## src/rtl/cmul_pkg.sv

```systemverilog
package cmul_pkg;

  localparam int CMUL_A_LANE_W = 24;
  localparam int CMUL_A_SIG_W  = 21;
  localparam int CMUL_B_W      = 16;
  localparam int CMUL_OUT_W    = 32;
  localparam int CMUL_N_PP     = 4;

  // Partial-product slots: real*real, imag*imag, real*imag, imag*real (A first)
  localparam int PP_RR = 0;
  localparam int PP_II = 1;
  localparam int PP_RI = 2;
  localparam int PP_IR = 3;

  function automatic bit pp_takes_a_imag(input int slot);
    return (slot == PP_II) || (slot == PP_IR);
  endfunction

  function automatic bit pp_takes_b_imag(input int slot);
    return (slot == PP_II) || (slot == PP_RI);
  endfunction

endpackage

```

## src/rtl/cmul_join.sv

```systemverilog
module cmul_join (
  input  logic a_valid,
  input  logic b_valid,
  input  logic advance,
  output logic a_ready,
  output logic b_ready,
  output logic fire
);

  // each ready looks only at the opposite stream and the pipeline stall
  assign a_ready = advance & b_valid;
  assign b_ready = advance & a_valid;
  assign fire    = advance & a_valid & b_valid;

endmodule

```

## src/rtl/cmul_pp.sv

```systemverilog
module cmul_pp
  import cmul_pkg::*;
#(
  parameter int A_SIG_W = CMUL_A_SIG_W,
  parameter int B_W     = CMUL_B_W
) (
  input  logic                            clk,
  input  logic                            rst,
  input  logic                            advance,
  input  logic                            fire,
  input  logic                            a_last,
  input  logic signed [A_SIG_W-1:0]       a_re,
  input  logic signed [A_SIG_W-1:0]       a_im,
  input  logic signed [B_W-1:0]           b_re,
  input  logic signed [B_W-1:0]           b_im,
  output logic                            s1_valid,
  output logic                            s1_last,
  output logic signed [A_SIG_W+B_W-1:0]   pp [CMUL_N_PP]
);

  localparam int PP_W = A_SIG_W + B_W;

  always_ff @(posedge clk) begin
    if (rst) begin
      s1_valid <= 1'b0;
    end else if (advance) begin
      s1_valid <= fire;
    end
  end

  always_ff @(posedge clk) begin
    if (fire) begin
      s1_last <= a_last;
    end
  end

  for (genvar k = 0; k < CMUL_N_PP; k++) begin : g_pp
    logic signed [A_SIG_W-1:0] op_a;
    logic signed [B_W-1:0]     op_b;
    logic signed [PP_W-1:0]    prod_q;

    if (pp_takes_a_imag(k)) begin : g_a_im
      assign op_a = a_im;
    end else begin : g_a_re
      assign op_a = a_re;
    end

    if (pp_takes_b_imag(k)) begin : g_b_im
      assign op_b = b_im;
    end else begin : g_b_re
      assign op_b = b_re;
    end

    always_ff @(posedge clk) begin
      if (fire) begin
        prod_q <= PP_W'(op_a) * PP_W'(op_b);
      end
    end

    assign pp[k] = prod_q;
  end

endmodule

```

## src/rtl/cmul_sum.sv

```systemverilog
module cmul_sum
  import cmul_pkg::*;
#(
  parameter int PP_W  = CMUL_A_SIG_W + CMUL_B_W,
  parameter int OUT_W = CMUL_OUT_W
) (
  input  logic                   clk,
  input  logic                   rst,
  input  logic                   advance,
  input  logic                   s1_valid,
  input  logic                   s1_last,
  input  logic signed [PP_W-1:0] pp [CMUL_N_PP],
  output logic                   y_valid,
  output logic                   y_last,
  output logic [OUT_W-1:0]       y_re,
  output logic [OUT_W-1:0]       y_im
);

  localparam int FULL_W = PP_W + 1;

  function automatic logic signed [FULL_W-1:0] widen(input logic signed [PP_W-1:0] v);
    return FULL_W'(v);
  endfunction

  // arithmetic drop of the low bits: keep the top OUT_W bits of the full word
  function automatic logic [OUT_W-1:0] floor_drop(input logic signed [FULL_W-1:0] v);
    return v[FULL_W-1 -: OUT_W];
  endfunction

  logic signed [FULL_W-1:0] re_full;
  logic signed [FULL_W-1:0] im_full;

  assign re_full = widen(pp[PP_RR]) - widen(pp[PP_II]);
  assign im_full = widen(pp[PP_RI]) + widen(pp[PP_IR]);

  always_ff @(posedge clk) begin
    if (rst) begin
      y_valid <= 1'b0;
    end else if (advance) begin
      y_valid <= s1_valid;
    end
  end

  always_ff @(posedge clk) begin
    if (advance && s1_valid) begin
      y_re   <= floor_drop(re_full);
      y_im   <= floor_drop(im_full);
      y_last <= s1_last;
    end
  end

endmodule

```

## src/rtl/cmul_stream.sv

```systemverilog
module cmul_stream
  import cmul_pkg::*;
#(
  parameter int A_LANE_W = CMUL_A_LANE_W,
  parameter int A_SIG_W  = CMUL_A_SIG_W,
  parameter int B_W      = CMUL_B_W,
  parameter int OUT_W    = CMUL_OUT_W
) (
  input  logic                  clk,
  input  logic                  rst,
  input  logic [2*A_LANE_W-1:0] a_data,
  input  logic                  a_last,
  input  logic                  a_valid,
  output logic                  a_ready,
  input  logic [2*B_W-1:0]      b_data,
  input  logic                  b_last,
  input  logic                  b_valid,
  output logic                  b_ready,
  output logic [2*OUT_W-1:0]    y_data,
  output logic                  y_last,
  output logic                  y_valid,
  input  logic                  y_ready
);

  localparam int PP_W = A_SIG_W + B_W;

  // named internal events, observed by the bound checker
  logic advance;
  logic fire;

  logic signed [A_SIG_W-1:0] a_re, a_im;
  logic signed [B_W-1:0]     b_re, b_im;
  logic                      s1_valid, s1_last;
  logic signed [PP_W-1:0]    pp [CMUL_N_PP];
  logic [OUT_W-1:0]          y_re, y_im;

  assign a_re = a_data[A_SIG_W-1:0];
  assign a_im = a_data[A_LANE_W +: A_SIG_W];
  assign b_re = b_data[B_W-1:0];
  assign b_im = b_data[B_W +: B_W];

  // sign-extension copies in the A lanes and the B end flag carry no information
  logic unused_bits;
  assign unused_bits = ^{b_last, a_data[A_LANE_W-1:A_SIG_W], a_data[2*A_LANE_W-1:A_LANE_W+A_SIG_W]};

  assign advance = ~y_valid | y_ready;

  cmul_join i_join (
    .a_valid (a_valid),
    .b_valid (b_valid),
    .advance (advance),
    .a_ready (a_ready),
    .b_ready (b_ready),
    .fire    (fire)
  );

  cmul_pp #(
    .A_SIG_W (A_SIG_W),
    .B_W     (B_W)
  ) i_pp (
    .clk      (clk),
    .rst      (rst),
    .advance  (advance),
    .fire     (fire),
    .a_last   (a_last),
    .a_re     (a_re),
    .a_im     (a_im),
    .b_re     (b_re),
    .b_im     (b_im),
    .s1_valid (s1_valid),
    .s1_last  (s1_last),
    .pp       (pp)
  );

  cmul_sum #(
    .PP_W  (PP_W),
    .OUT_W (OUT_W)
  ) i_sum (
    .clk      (clk),
    .rst      (rst),
    .advance  (advance),
    .s1_valid (s1_valid),
    .s1_last  (s1_last),
    .pp       (pp),
    .y_valid  (y_valid),
    .y_last   (y_last),
    .y_re     (y_re),
    .y_im     (y_im)
  );

  assign y_data = {y_im, y_re};

endmodule

```

## config.mk

```make
export PLATFORM = sky130hd
export DESIGN_NAME = cmul_stream
export DESIGN_NICKNAME = d
export VERILOG_FILES = /design/src/rtl/cmul_pkg.sv /design/src/rtl/cmul_join.sv /design/src/rtl/cmul_pp.sv /design/src/rtl/cmul_sum.sv /design/src/rtl/cmul_stream.sv
export SDC_FILE = /design/constraint.sdc
export NUM_CORES = 2
export LEC_CHECK = 0
export ABC_AREA = 1
export BUFFER_PORTS_ARGS = -buffer_cell sky130_fd_sc_hd__buf_4
export CAP_MARGIN = 20
export CORE_MARGIN = 2
export CORE_UTILIZATION = 60
export DETAILED_ROUTE_END_ITERATION = 8
export PLACE_DENSITY = 0.77
export SLEW_MARGIN = 20
export SYNTH_ARGS = -nofsm -noshare
export SYNTH_HDL_FRONTEND = slang
export SYNTH_SLANG_ARGS = --single-unit
export TNS_END_PERCENT = 20
```

## constraint.sdc

```tcl
create_clock -name clk -period 9.3 [get_ports clk]
set_input_delay 1.86 -clock clk [delete_from_list [all_inputs] [get_ports clk]]
set_output_delay 1.86 -clock clk [all_outputs]
set_load 0.02 [all_outputs]
```

==> results.txt <==
The number of levels the H-tree was split into is 1. The clock tree from TritonCTS is done. The detail-routed via count per cell is 5.407. The number of detailed-route iterations in the first pass came out at 6. The required time of the critical path came out at 9590 ps. In this run the worst hold path is classified as flop to flop. The number of hold violations in the final report came out at 0. The maximum clock insertion buffer count came out at 3.

The TritonCTS sink count is 216. During synthesis, Yosys emitted a total of 0 warnings. The share of the cycle needed by the critical path after routing is 82.58%. The internal reg-to-reg setup slack is 6740 ps. At the worst endpoint, the arrival time is 7970 ps. The remaining number of nets flagged by the antenna check after routing came out at 0. The estimated wirelength of the detail-placed design is 145.5 mm. The overall die area came out at 110,200 um^2. The number of max-capacitance violations reported is 0. The layout net count is 10.12k. The detailed-route via count came out at 52.35k. The later pin in the worst-skew pair is clocked with a latency of 560 ps.

The number of instances in the synthesized netlist is 8,364. The count of filler cells inserted in the layout is 9,430. The die is 332 um wide.

The setup path with the least slack is of type input pin to flop. Cells with a size suffix above 1 make up 3.034% of the layout. The element type at the critical path end is a flop. Setup repair after global routing left no endpoint under its margin. The number of antenna violations at the first check in global routing came out at 9.

The startpoint identified for the worst hold timing path is i_pp.s1_last$_DFFE_PP_. The layout overhead on the synthesized area came out at 3.977%. The aggregate routed wire length came out at 181.0 mm. The tree is rooted in a sky130_fd_sc_hd__clkbuf_16.

In this run the core area contains 120 standard-cell rows. The final weighted congestion in routability-driven placement is 0.9791. The post-CTS setup repair buffer count came out at 0. The number of flops mapped to enable cells by yosys is 214. The tightest slew margin relative to the limit came out at 32.15%.

The pin count of the biggest net entering global routing came out at 76. The wire length per cell came out at 18.69 um. The initial utilization of the core area, before any placement, comes to 60.38%. The global-route wire length before repair is 289.8 mm.

Static timing analysis puts the maximum clock frequency at 130.2 MHz. The maximum clock skew at final layout is 31.40 ps. After floorplanning, the core was sized to cover 106,900 um^2. The worst setup path is launched from an input pin. The number of global-route vias before repair is 53.76k. The total of cells resized after clock tree synthesis is 0. From bottom edge to top edge, the die measures 332 um. The number of setup violations in the final report is 0. The number of buffers created by CTS came out at 21. The number of buffers added on ports came out at 147.

The total nets after synthesis is 10.22k. The post-layout minimum cycle time came out at 7680 ps. The global-route usage over all layers came out at 33.61%.

The share of synthesized area occupied by flip-flops and latches came out at 10.02%. The slew at the pin with the worst max-slew slack came out at 1018 ps. The post-CTS clock slew at the launch and capture registers of the worst setup and hold paths is 80 ps.

The final max-slew violation count came to 0. The launch point of the worst reg-to-reg path is i_sum.y_valid$_SDFFE_PP0N_. The top cell types in the final layout, fill and taps aside, are 2,490 x sky130_fd_sc_hd__inv_1, 2,300 x sky130_fd_sc_hd__nand2_1, 1,328 x sky130_fd_sc_hd__fa_1. The critical-path maximum fanout came out at 42.

The number of cells on the worst reg-to-reg path came out at 6. After synthesis the cells add up to 64,550 um^2. A synthesized cell averages 7.718 um^2.

The worst hold path passes through 0 cells. The share of flip-flops with an asynchronous set or reset came out at 0%. The boundary pin count came out at 155. Leaving out fill and tap cells, the most frequent cell in the layout is sky130_fd_sc_hd__inv_1. The critical path starts at b_data[17]. The cts-stage hold buffer count is 0.

The final-layout setup total negative slack is 0 ps. The DRC violation total after the first TritonRoute iteration is 5,076. In this run, distinct cell masters in the synthesized netlist total 36. The flip-flop and latch count after synthesis came out at 216. The global-route congestion overflow total is 0. The DRC violation count after routing came out at 0.

The run finished with clean final reports. The prevailing post-synth register cell is sky130_fd_sc_hd__edfxtp_1.
## kinds of logic after synthesis
logic type                 after synthesis  synth area share (%)
AOI/OAI and AO/OA                      433                 3.644
xor gates and xnor gates               137                 1.859
adders and majority gates             1768                 49.71
buffers and inverters                 2776                 16.14
DFF                                    216                 10.02
and+or+nand+nor                       3034                 18.62
## synthesized netlist by cell type, types with 31 or more instances
cell type / n / share of area [%]
sky130_fd_sc_hd__inv_1: 2492 / 14
sky130_fd_sc_hd__nand2_1: 2300 / 13
sky130_fd_sc_hd__edfxtp_1: 214 / 10
sky130_fd_sc_hd__o21bai_1: 31 / 0.36
sky130_fd_sc_hd__nor2_1: 403 / 2.3
sky130_fd_sc_hd__nand4_1: 41 / 0.40
sky130_fd_sc_hd__o21ai_0: 140 / 1.1
sky130_fd_sc_hd__xor2_1: 109 / 1.5
sky130_fd_sc_hd__ha_1: 440 / 8.5
sky130_fd_sc_hd__fa_1: 1328 / 41
sky130_fd_sc_hd__nand3_1: 204 / 1.6
sky130_fd_sc_hd__a21oi_1: 216 / 1.7
sky130_fd_sc_hd__clkbuf_1: 271 / 1.6
## path summary, 6_finish.rpt
path                                             to
setup / recovery  i_pp.g_pp[2].prod_q[36]$_DFFE_PP_
setup reg to reg  i_pp.g_pp[3].prod_q[36]$_DFFE_PP_
hold reg to reg              i_sum.y_last$_DFFE_PP_
hold / removal               i_sum.y_last$_DFFE_PP_
## worst max-delay path, stage by stage
cell and delay [ps]:
sky130_fd_sc_hd__buf_4 510, sky130_fd_sc_hd__nand2_1 200, sky130_fd_sc_hd__inv_1 180, sky130_fd_sc_hd__fa_1 500, sky130_fd_sc_hd__fa_1 740, sky130_fd_sc_hd__fa_1 560, sky130_fd_sc_hd__inv_1 60, sky130_fd_sc_hd__fa_1 550
sky130_fd_sc_hd__inv_1 50, sky130_fd_sc_hd__fa_1 500, sky130_fd_sc_hd__fa_1 420, sky130_fd_sc_hd__ha_1 460, sky130_fd_sc_hd__a21oi_1 330, sky130_fd_sc_hd__nand2_1 160, sky130_fd_sc_hd__a21oi_1 330, sky130_fd_sc_hd__nand2_1 160
sky130_fd_sc_hd__nand3b_1 200, sky130_fd_sc_hd__nand2_1 80, sky130_fd_sc_hd__nand2_1 60
## stage by stage
step / instance area [um^2] / instances / utilization (%) / setup WS [ps] / hold slack (ps)
after global routing: 67110 / 9680 / 62.78 / 1456 / 444.2
after floorplan: 64550 / 8364 / - / 2128 / 400.3
after global placement: 66430 / 9640 / 62.14 / 1292 / 406.5
after detailed placement: 66430 / 9640 / 62.14 / 1229 / 405.2
after CTS: 67110 / 9677 / 62.77 / 1781 / 440.9
final: 67120 / 9682 / 62.78 / 1620 / 439.0
## per-layer routing
metal | routed length (um) | vias up | GRT usage [%]
met5 | 64 | - | 0
met4 | 5372 | 10 | 9.130
met3 | 18120 | 311 | 4.968
met2 | 80500 | 2524 | 51.98
met1 | 76920 | 25839 | 49.75
li1 | - | 23663 | -
## flip-flops by register name (all words and copies together), names as in the netlist
name and cells:
i_sum.y_im 32, i_sum.y_valid 1, i_pp.g_pp.prod_q 148, i_sum.y_last 1
i_sum.y_re 32, i_pp.s1_valid 1, i_pp.s1_last 1
## layout make-up
class | count | area (um^2) | share of cell area [%]
Clock buffer | 22 | 529.3 | 0.7885
Multi-Input combinational cell | 5372 | 47670 | 71.03
Sequential cell | 216 | 6466 | 9.634
Tap cell | 1403 | 1755 | 2.615
Timing Repair Buffer | 157 | 1179 | 1.756
Clock inverter | 15 | 145.1 | 0.2162
Inverter | 2492 | 9359 | 13.94
Antenna cell | 5 | 12.51 | 0.01864
Power is not shown: default switching activity piles up to over one toggle a cycle in this logic, so the estimate is an artifact.
